### config.mk
export PLATFORM = sky130hd
export DESIGN_NAME = pld_macrocell
export DESIGN_NICKNAME = d
export VERILOG_FILES = /design/src/rtl/mc_pkg.sv /design/src/rtl/mc_sum_router.sv /design/src/rtl/mc_flop.sv /design/src/rtl/pld_macrocell.sv
export SDC_FILE = /design/constraint.sdc
export NUM_CORES = 1
export LEC_CHECK = 0
export CAP_MARGIN = 15
export CORE_AREA = 2 2 40 42
export CTS_BUF_LIST = sky130_fd_sc_hd__clkbuf_4
export DETAILED_ROUTE_END_ITERATION = 12
export DIE_AREA = 0 0 42 44
export PLACE_DENSITY = 0.79
export SYNTH_ARGS = -nofsm -noshare
export SYNTH_HDL_FRONTEND = slang
export SYNTH_SLANG_ARGS = --single-unit
### constraint.sdc
create_clock -name clk -period 1.34 [get_ports clk]
set_input_delay 0.134 -clock clk [delete_from_list [all_inputs] [get_ports clk]]
set_output_delay 0.134 -clock clk [all_outputs]
set_load 0.02 [all_outputs]
### src/rtl/mc_pkg.sv
package mc_pkg;
   typedef enum logic [1:0] {
      MG_SPLIT = 2'd0,
      MG_PAIR  = 2'd1,
      MG_ALL   = 2'd2
   } merge_e;

   typedef enum logic [1:0] {
      CK_TERM  = 2'd0,
      CK_PIN   = 2'd1,
      CK_GATED = 2'd2
   } clk_e;

   localparam int unsigned NUM_SUMS = 3;
endpackage

### src/rtl/mc_sum_router.sv
module mc_sum_router
   import mc_pkg::*;
#(
   parameter int unsigned TERMS_PER_SUM = 4,
   localparam int unsigned NT = NUM_SUMS * TERMS_PER_SUM
) (
   input  logic [NT-1:0] terms,
   input  logic [1:0]    merge,
   output logic          grp_a,
   output logic          grp_b,
   output logic          grp_c
);
   logic [NUM_SUMS-1:0] sums;

   for (genvar g = 0; g < NUM_SUMS; g++) begin : g_sum
      assign sums[g] = |terms[g*TERMS_PER_SUM +: TERMS_PER_SUM];
   end

   always_comb begin
      case (merge_e'(merge))
         MG_SPLIT: begin
            grp_a = sums[0];
            grp_b = sums[1];
            grp_c = sums[2];
         end
         MG_PAIR: begin
            grp_a = sums[0] | sums[1];
            grp_b = 1'b0;
            grp_c = sums[2];
         end
         default: begin
            grp_a = |sums;
            grp_b = 1'b0;
            grp_c = 1'b0;
         end
      endcase
   end
endmodule

### src/rtl/mc_flop.sv
module mc_flop
   import mc_pkg::*;
(
   input  logic       clk,
   input  logic       rst_n,
   input  logic       d,
   input  logic       toggle,
   input  logic [1:0] clk_sel,
   input  logic       clk_term,
   input  logic       sync_pin,
   input  logic       ar,
   input  logic       sp,
   output logic       q
);
   logic q_state;
   logic term_d, pin_d;
   logic fire;

   always_comb begin
      case (clk_e'(clk_sel))
         CK_TERM:  fire = clk_term & ~term_d;
         CK_PIN:   fire = sync_pin & ~pin_d;
         CK_GATED: fire = sync_pin & ~pin_d & clk_term;
         default:  fire = 1'b0;
      endcase
   end

   always_ff @(posedge clk or negedge rst_n) begin
      if (!rst_n) begin
         term_d  <= 1'b0;
         pin_d   <= 1'b0;
         q_state <= 1'b0;
      end else begin
         term_d <= clk_term;
         pin_d  <= sync_pin;
         if (ar)
            q_state <= 1'b0;
         else if (fire)
            q_state <= sp ? 1'b1 : (toggle ? (q_state ^ d) : d);
      end
   end

   assign q = ar ? 1'b0 : q_state;

   p_clear_hold_r7: assert property (@(posedge clk) disable iff (!rst_n)
      ar |=> (q_state == 1'b0));
   p_no_edge_hold_r8: assert property (@(posedge clk) disable iff (!rst_n)
      (!fire && !ar) |=> (q_state == $past(q_state)));
   p_preset_sets_r8: assert property (@(posedge clk) disable iff (!rst_n)
      (fire && sp && !ar) |=> q_state);
   p_toggle_r5: assert property (@(posedge clk) disable iff (!rst_n)
      (fire && !sp && !ar && toggle && d) |=> (q_state != $past(q_state)));
endmodule

### src/rtl/pld_macrocell.sv
module pld_macrocell
   import mc_pkg::*;
#(
   parameter int unsigned TERMS_PER_SUM   = 4,
   parameter bit          HAS_BURIED_COMB = 1'b1,
   localparam int unsigned NT = NUM_SUMS * TERMS_PER_SUM
) (
   input  logic          clk,
   input  logic          rst_n,
   input  logic [1:0]    cfg_merge,
   input  logic          cfg_out_reg,
   input  logic          cfg_inv,
   input  logic          cfg_q2_comb,
   input  logic          cfg_q1_toggle,
   input  logic          cfg_q2_toggle,
   input  logic [1:0]    cfg_q1_clk,
   input  logic [1:0]    cfg_q2_clk,
   input  logic [NT-1:0] logic_terms,
   input  logic          q1_clk_term,
   input  logic          q2_clk_term,
   input  logic          q1_ar_term,
   input  logic          q2_ar_term,
   input  logic          oe_term,
   input  logic          sync_preset,
   input  logic          sync_clk_pin,
   input  logic          pad_in,
   output logic          pad_out,
   output logic          pad_oe,
   output logic          fb_pin,
   output logic          fb_q1,
   output logic          fb_q1_raw,
   output logic          fb_q2
);
   if (TERMS_PER_SUM < 1 || TERMS_PER_SUM > 16) begin : g_bad_terms
      $error("pld_macrocell: TERMS_PER_SUM must be within 1..16");
   end

   logic grp_a, grp_b, grp_c;
   logic q1, q2;
   logic d1;

   mc_sum_router #(.TERMS_PER_SUM(TERMS_PER_SUM)) u_route (
      .terms (logic_terms),
      .merge (cfg_merge),
      .grp_a (grp_a),
      .grp_b (grp_b),
      .grp_c (grp_c)
   );

   assign d1 = cfg_out_reg ? grp_a : grp_b;

   mc_flop u_q1 (
      .clk      (clk),
      .rst_n    (rst_n),
      .d        (d1),
      .toggle   (cfg_q1_toggle),
      .clk_sel  (cfg_q1_clk),
      .clk_term (q1_clk_term),
      .sync_pin (sync_clk_pin),
      .ar       (q1_ar_term),
      .sp       (sync_preset),
      .q        (q1)
   );

   mc_flop u_q2 (
      .clk      (clk),
      .rst_n    (rst_n),
      .d        (grp_c),
      .toggle   (cfg_q2_toggle),
      .clk_sel  (cfg_q2_clk),
      .clk_term (q2_clk_term),
      .sync_pin (sync_clk_pin),
      .ar       (q2_ar_term),
      .sp       (sync_preset),
      .q        (q2)
   );

   assign pad_out   = (cfg_out_reg ? q1 : grp_a) ^ cfg_inv;
   assign pad_oe    = oe_term;
   assign fb_pin    = pad_in;
   assign fb_q1     = q1 ^ cfg_inv;
   assign fb_q1_raw = q1;

   if (HAS_BURIED_COMB) begin : g_node
      assign fb_q2 = cfg_q2_comb ? grp_c : q2;
   end else begin : g_reg_only
      assign fb_q2 = q2;
   end

   p_regout_tracks_r4: assert property (@(posedge clk) disable iff (!rst_n)
      cfg_out_reg |-> (pad_out == (fb_q1_raw ^ cfg_inv)));
endmodule

## After elaboration in Yosys (flattened, before gate mapping)

Index checks and enable logic that the tools add are counted.

- Reduce and logical (&&, ||, !) cells: 10
- Bitwise gates (word level): 13
- Mux-type cells: 18
- Equal/unequal tests: 5

Operators by type and width:

| kind | count |
|---|---|
| 2-to-1 mux 1 bit | 15 |
| OR reduction 12 bit | 1 |
| OR reduction 4 bit | 3 |
| equality test 2 x 1 -> 1 bit, second input constant | 3 |
| zero test 2 bit | 3 |
| one-hot mux 1 bit (3 select lines) | 2 |
| AND 1 bit | 5 |
| equality test 2 bit, second input constant | 2 |
| nonzero test 2 bit | 2 |
| XOR 1 bit | 4 |
| inverter 1 bit | 3 |
| one-hot mux 1 bit (2 select lines) | 1 |
| OR reduction 2 bit | 1 |
| OR 1 bit | 1 |

- Output and inout port bits: 6
- Register bits after elaboration: 5
- Input port bits: 33
- Logic and storage cells: 51

## Depth between registers and ports, before layout

- Word-level depth: 9
- Depth in mapped cells: 5
- Gate-level depth less buffers: 5

## Modules after synthesis

Synthesis repeated with hierarchy kept, for this count alone.

- Cell total of the unflattened synthesis: 47
- Area total of the unflattened synthesis: 451.7 um^2

By module, submodules not included:

| module | area each (um^2) | instances | cells each | sequential area each (um^2) |
|---|---|---|---|---|
| mc_flop | 165.2 | 2 | 16 | 75.1 |
| pld_macrocell | 65.1 | 1 | 7 | 0.0 |
| mc_sum_router | 56.3 | 1 | 8 | 0.0 |

## Worst setup path after synthesis

Ideal clock, no wire load.

- Path kind: in2out
- From: input logic_terms[9]
- To: output pad_out
- Buffers on the path: 0
- Stages: 5
- Required time: 1.206 ns
- Slack: -0.043 ns
- Arrival time: 1.249 ns
- Cell sequence: nor4_1 nand2_1 a211oi_1 a21oi_1 xor2_1

- Longest elaborated chain between the ends: 4

Ends and longest elaborated chain:

| what | RTL line | source |
|---|---|---|
| from (decl) | pld_macrocell.sv:18 | `input logic [NT-1:0] logic_terms,` |
| OR reduction 12 bit | mc_sum_router.sv:32 | `grp_a = \|sums;` |
| one-hot mux 1 bit (2 select lines) | mc_sum_router.sv:20 | `case (merge_e'(merge))` |
| 2-to-1 mux 1 bit | pld_macrocell.sv:78 | `assign pad_out = (cfg_out_reg ? q1 : grp_a) ^ cfg_inv;` |
| XOR 1 bit | pld_macrocell.sv:78 |  |
| to (decl) | pld_macrocell.sv:27 | `output logic pad_out,` |

No other way between the ends.

## Worst setup path in the final report

- From: input logic_terms[5]
- To: output pad_out

- Longest elaborated chain between the ends: 5
- Elaborated cells on any way between the ends: 6
- Classes of those cells: mux: 2; bitwise: 2; reduce/logical: 2

Ends and longest elaborated chain:

| what | RTL line | source |
|---|---|---|
| OR reduction 4 bit | mc_sum_router.sv:16 | `assign sums[g] = \|terms[g*TERMS_PER_SUM +: TERMS_PER_SUM];` |
| OR 1 bit | mc_sum_router.sv:27 | `grp_a = sums[0] \| sums[1];` |
| one-hot mux 1 bit (2 select lines) * | mc_sum_router.sv:20 |  |
| 2-to-1 mux 1 bit * | pld_macrocell.sv:78 |  |
| XOR 1 bit * | pld_macrocell.sv:78 |  |

Mark *: on every way between the ends. The rest lies on a longest branch, timed or not.

==> reports/qor.txt <==
# fillers = 118
Mapped Cells = 48
commonest non-fill, non-tap cell in the layout = buf_4
ys flop type = dfrtp_1
Avg Cell Area, Syn = 8.784 µm²
synth warn = 0
Crit Path Max Fanout = 2
router iterations before antenna repair = 4
Lkg Pwr = 0.4697 nW
placed insts = 107
number of H-tree levels = 1
Clock transition at path regs = 0.04 ns
Final period util = 1.038
layout cells sized above 1 = 0.5152
Worst path slowest cell = o41ai_4
Peak Freq = 718.7 MHz
count of port buffers added during placement = 34
CTS tree = built
Final setup viols = 1
sequential cell area = 125.1 µm²
Total Routing Usage GR = 0.1820
core area = 1419 µm²
Layout Cells excl Fill = 115
die height = 44 µm
status = complete, but fails checks
#FFs+latches synth = 5
Antenna Cells = 0
worst-margin pin slew = 0.2713 ns
Routed wire per std cell = 12.85 µm
critical path's largest stage delay = 0.35 ns
Power Total = 0.6198 mW
syn_nets = 81
Placer Congestion = 0.7547
failing checks = negative setup slack
Post-Place Worst Slack = -0.9018 ns
largest net degree at the start of global routing = 6
register area share after synthesis = 0.2967
Worst EP arrival = 1.26 ns
area share of the largest cell type after synthesis = 0.2967
Max-slew headroom = 0.8178
TritonCTS Buffers = 3
library cells used by synthesis = 24
number of synthesized flops with an enable pin = 0
R2R setup slack = 0.15 ns
IO Count = 39
CP Capture Type = output port
Synth area leader = dfrtp_1
fin. max-slew vios = 0
worst endpoint required time = 1.21 ns
routed vias = 587
Final HPWL DP = 1122 µm
vias in the first global route = 628
antenna viol nets, final = 0
Startpoint Class = input port
Max clock buf depth = 2
maximum VDD drop = 0.0004727 V
Initial Utilization = 0.2972
maxcap violations = 0
worst path cell trace = buf_8 > o41ai_4 > nand2_1 > a211oi_2 > a21oi_2 > xor2_2 > buf_6
min-delay worst type = in2reg
PwrDens = 603.3 nW/µm²
initial DRC count = 6
synthesized area = 421.7 µm²
NumNets Final = 133
Skew-Pair Late Insertion Delay = 0.25 ns
Worst Path Buf+Inv = 2
min Tclk post-route = 1.391 ns
Cell Rows = 14
Die Wd = 42 µm
WL final = 1478 µm
Area Growth Syn to Fin = 143.6%
Hold Vio Cnt, Final = 0
drt drc = 0
Layout Skew = 0.002874 ns
Final WS setup = -0.05143 ns
clock sink count = 5
Die Footprint = 1848 µm²
global-route wire length before repair = 2504 µm
CTS root buffer = clkbuf_4
most frequent cells in the layout = buf_4, clkdlybuf4s50_1, buf_6, buf_2, dfrtp_1
initial antenna violation count = 0
Multi-input gate area = 385.4 µm²
grt total ovfl = 0
RSZ-0062 raised after global routing = true
top post-synthesis cells by area = dfrtp_1, mux2i_1, nor4_1, nand2_1, nor2_1
Largest delay share family, worst path = compound AO/OA/AOI/OAI gates
crit path kind = in2out
cts hold-fix bufs = 0
routed vias/inst = 5.104
Async SR Flop Fraction = 1.000
## area by class of cell
type                            count  share of cell area
Timing Repair Buffer               49              0.4434
Multi-Input combinational cell     38              0.3752
Sequential cell                     5              0.1218
Clock buffer                        4             0.02923
Tap cell                           16             0.01949
Inverter                            3             0.01096
## through the flow
step                      setup TNS (ns)  hold slack, ns  instance area (µm²)  utilization
after CTS                       -0.09755          0.1060                967.2       0.6817
after global placement            -3.034          0.2681                857.1       0.6041
after global routing             -0.1690         0.02206                 1027       0.7240
final                           -0.05143         0.02496                 1027       0.7240
after detailed placement          -3.153          0.2681                857.1       0.6041
after floorplan                        0         -0.1616                429.2            -
## state kept, by name, summed over array words and instances (netlist names)
register / count
u_q2.q_state: 1
u_q2.term_d: 1
u_q1.q_state: 1
u_q1.term_d: 1
u_q2.pin_d: 1
## Yosys cell counts (all sizes together), types with 2 or more instances
cell type  n
nor2       5
mux2i      3
nor4       5
a21oi      2
buf        2
nor2b      2
a211oi     2
dfrtp      5
nand2b     2
nand2      5
inv        3
## power by group
group | internal, mW | leakage (nW) | total (mW) | switching, mW
combinational | 0.152 | 0.389 | 0.255 | 0.103
clock | 0.133 | 0.0184 | 0.202 | 0.0684
sequential | 0.160 | 0.0621 | 0.164 | 0.00410
total | 0.445 | 0.470 | 0.620 | 0.175
## timing repair
| item | in CTS | in global routing |
|---|---|---|
| setup endpoints to repair | 6 | 6 |
| gates resized for setup | 72 | 23 |
| cloned | 0 | 0 |
| buffers inserted | 6 | 2 |
| pin swaps | 10 | 12 |
## path summary, 6_finish.rpt
kind,end,cells past startpoint,start
max,pad_out,7,logic_terms[5]
min reg2reg,u_q2.q_state$_DFFE_PN0P_,2,u_q2.q_state$_DFFE_PN0P_
min in group asynchronous,u_q2.term_d$_DFF_PN0_,1,rst_n
max in group asynchronous,u_q2.pin_d$_DFF_PN0_,1,rst_n
max reg2reg,u_q1.q_state$_DFFE_PN0P_,4,u_q2.pin_d$_DFF_PN0_
min,u_q1.term_d$_DFF_PN0_,1,q1_clk_term
## routing by layer
metal	GRT usage	vias up	wire length, µm
li1	-	282	-
met1	0.1679	276	504
met2	0.3594	27	849
met3	0.03750	2	110
met4	0.1161	0	14
met5	0	-	0
## kinds of logic (layout without fill, tap and decap cells)
kind of cell / count (synthesis) / count (layout) / synth area share
AO/OA/AOI/OAI: 13 / 13 / 0.2671
XOR/XNOR: 2 / 2 / 0.04155
buffers and inverters: 5 / 56 / 0.06230
flip-flops: 5 / 5 / 0.2967
multiplexers: 3 / 3 / 0.07122
AND/OR/NAND/NOR: 20 / 20 / 0.2611
No activity file was read; power rests on OpenSTA's default activity.
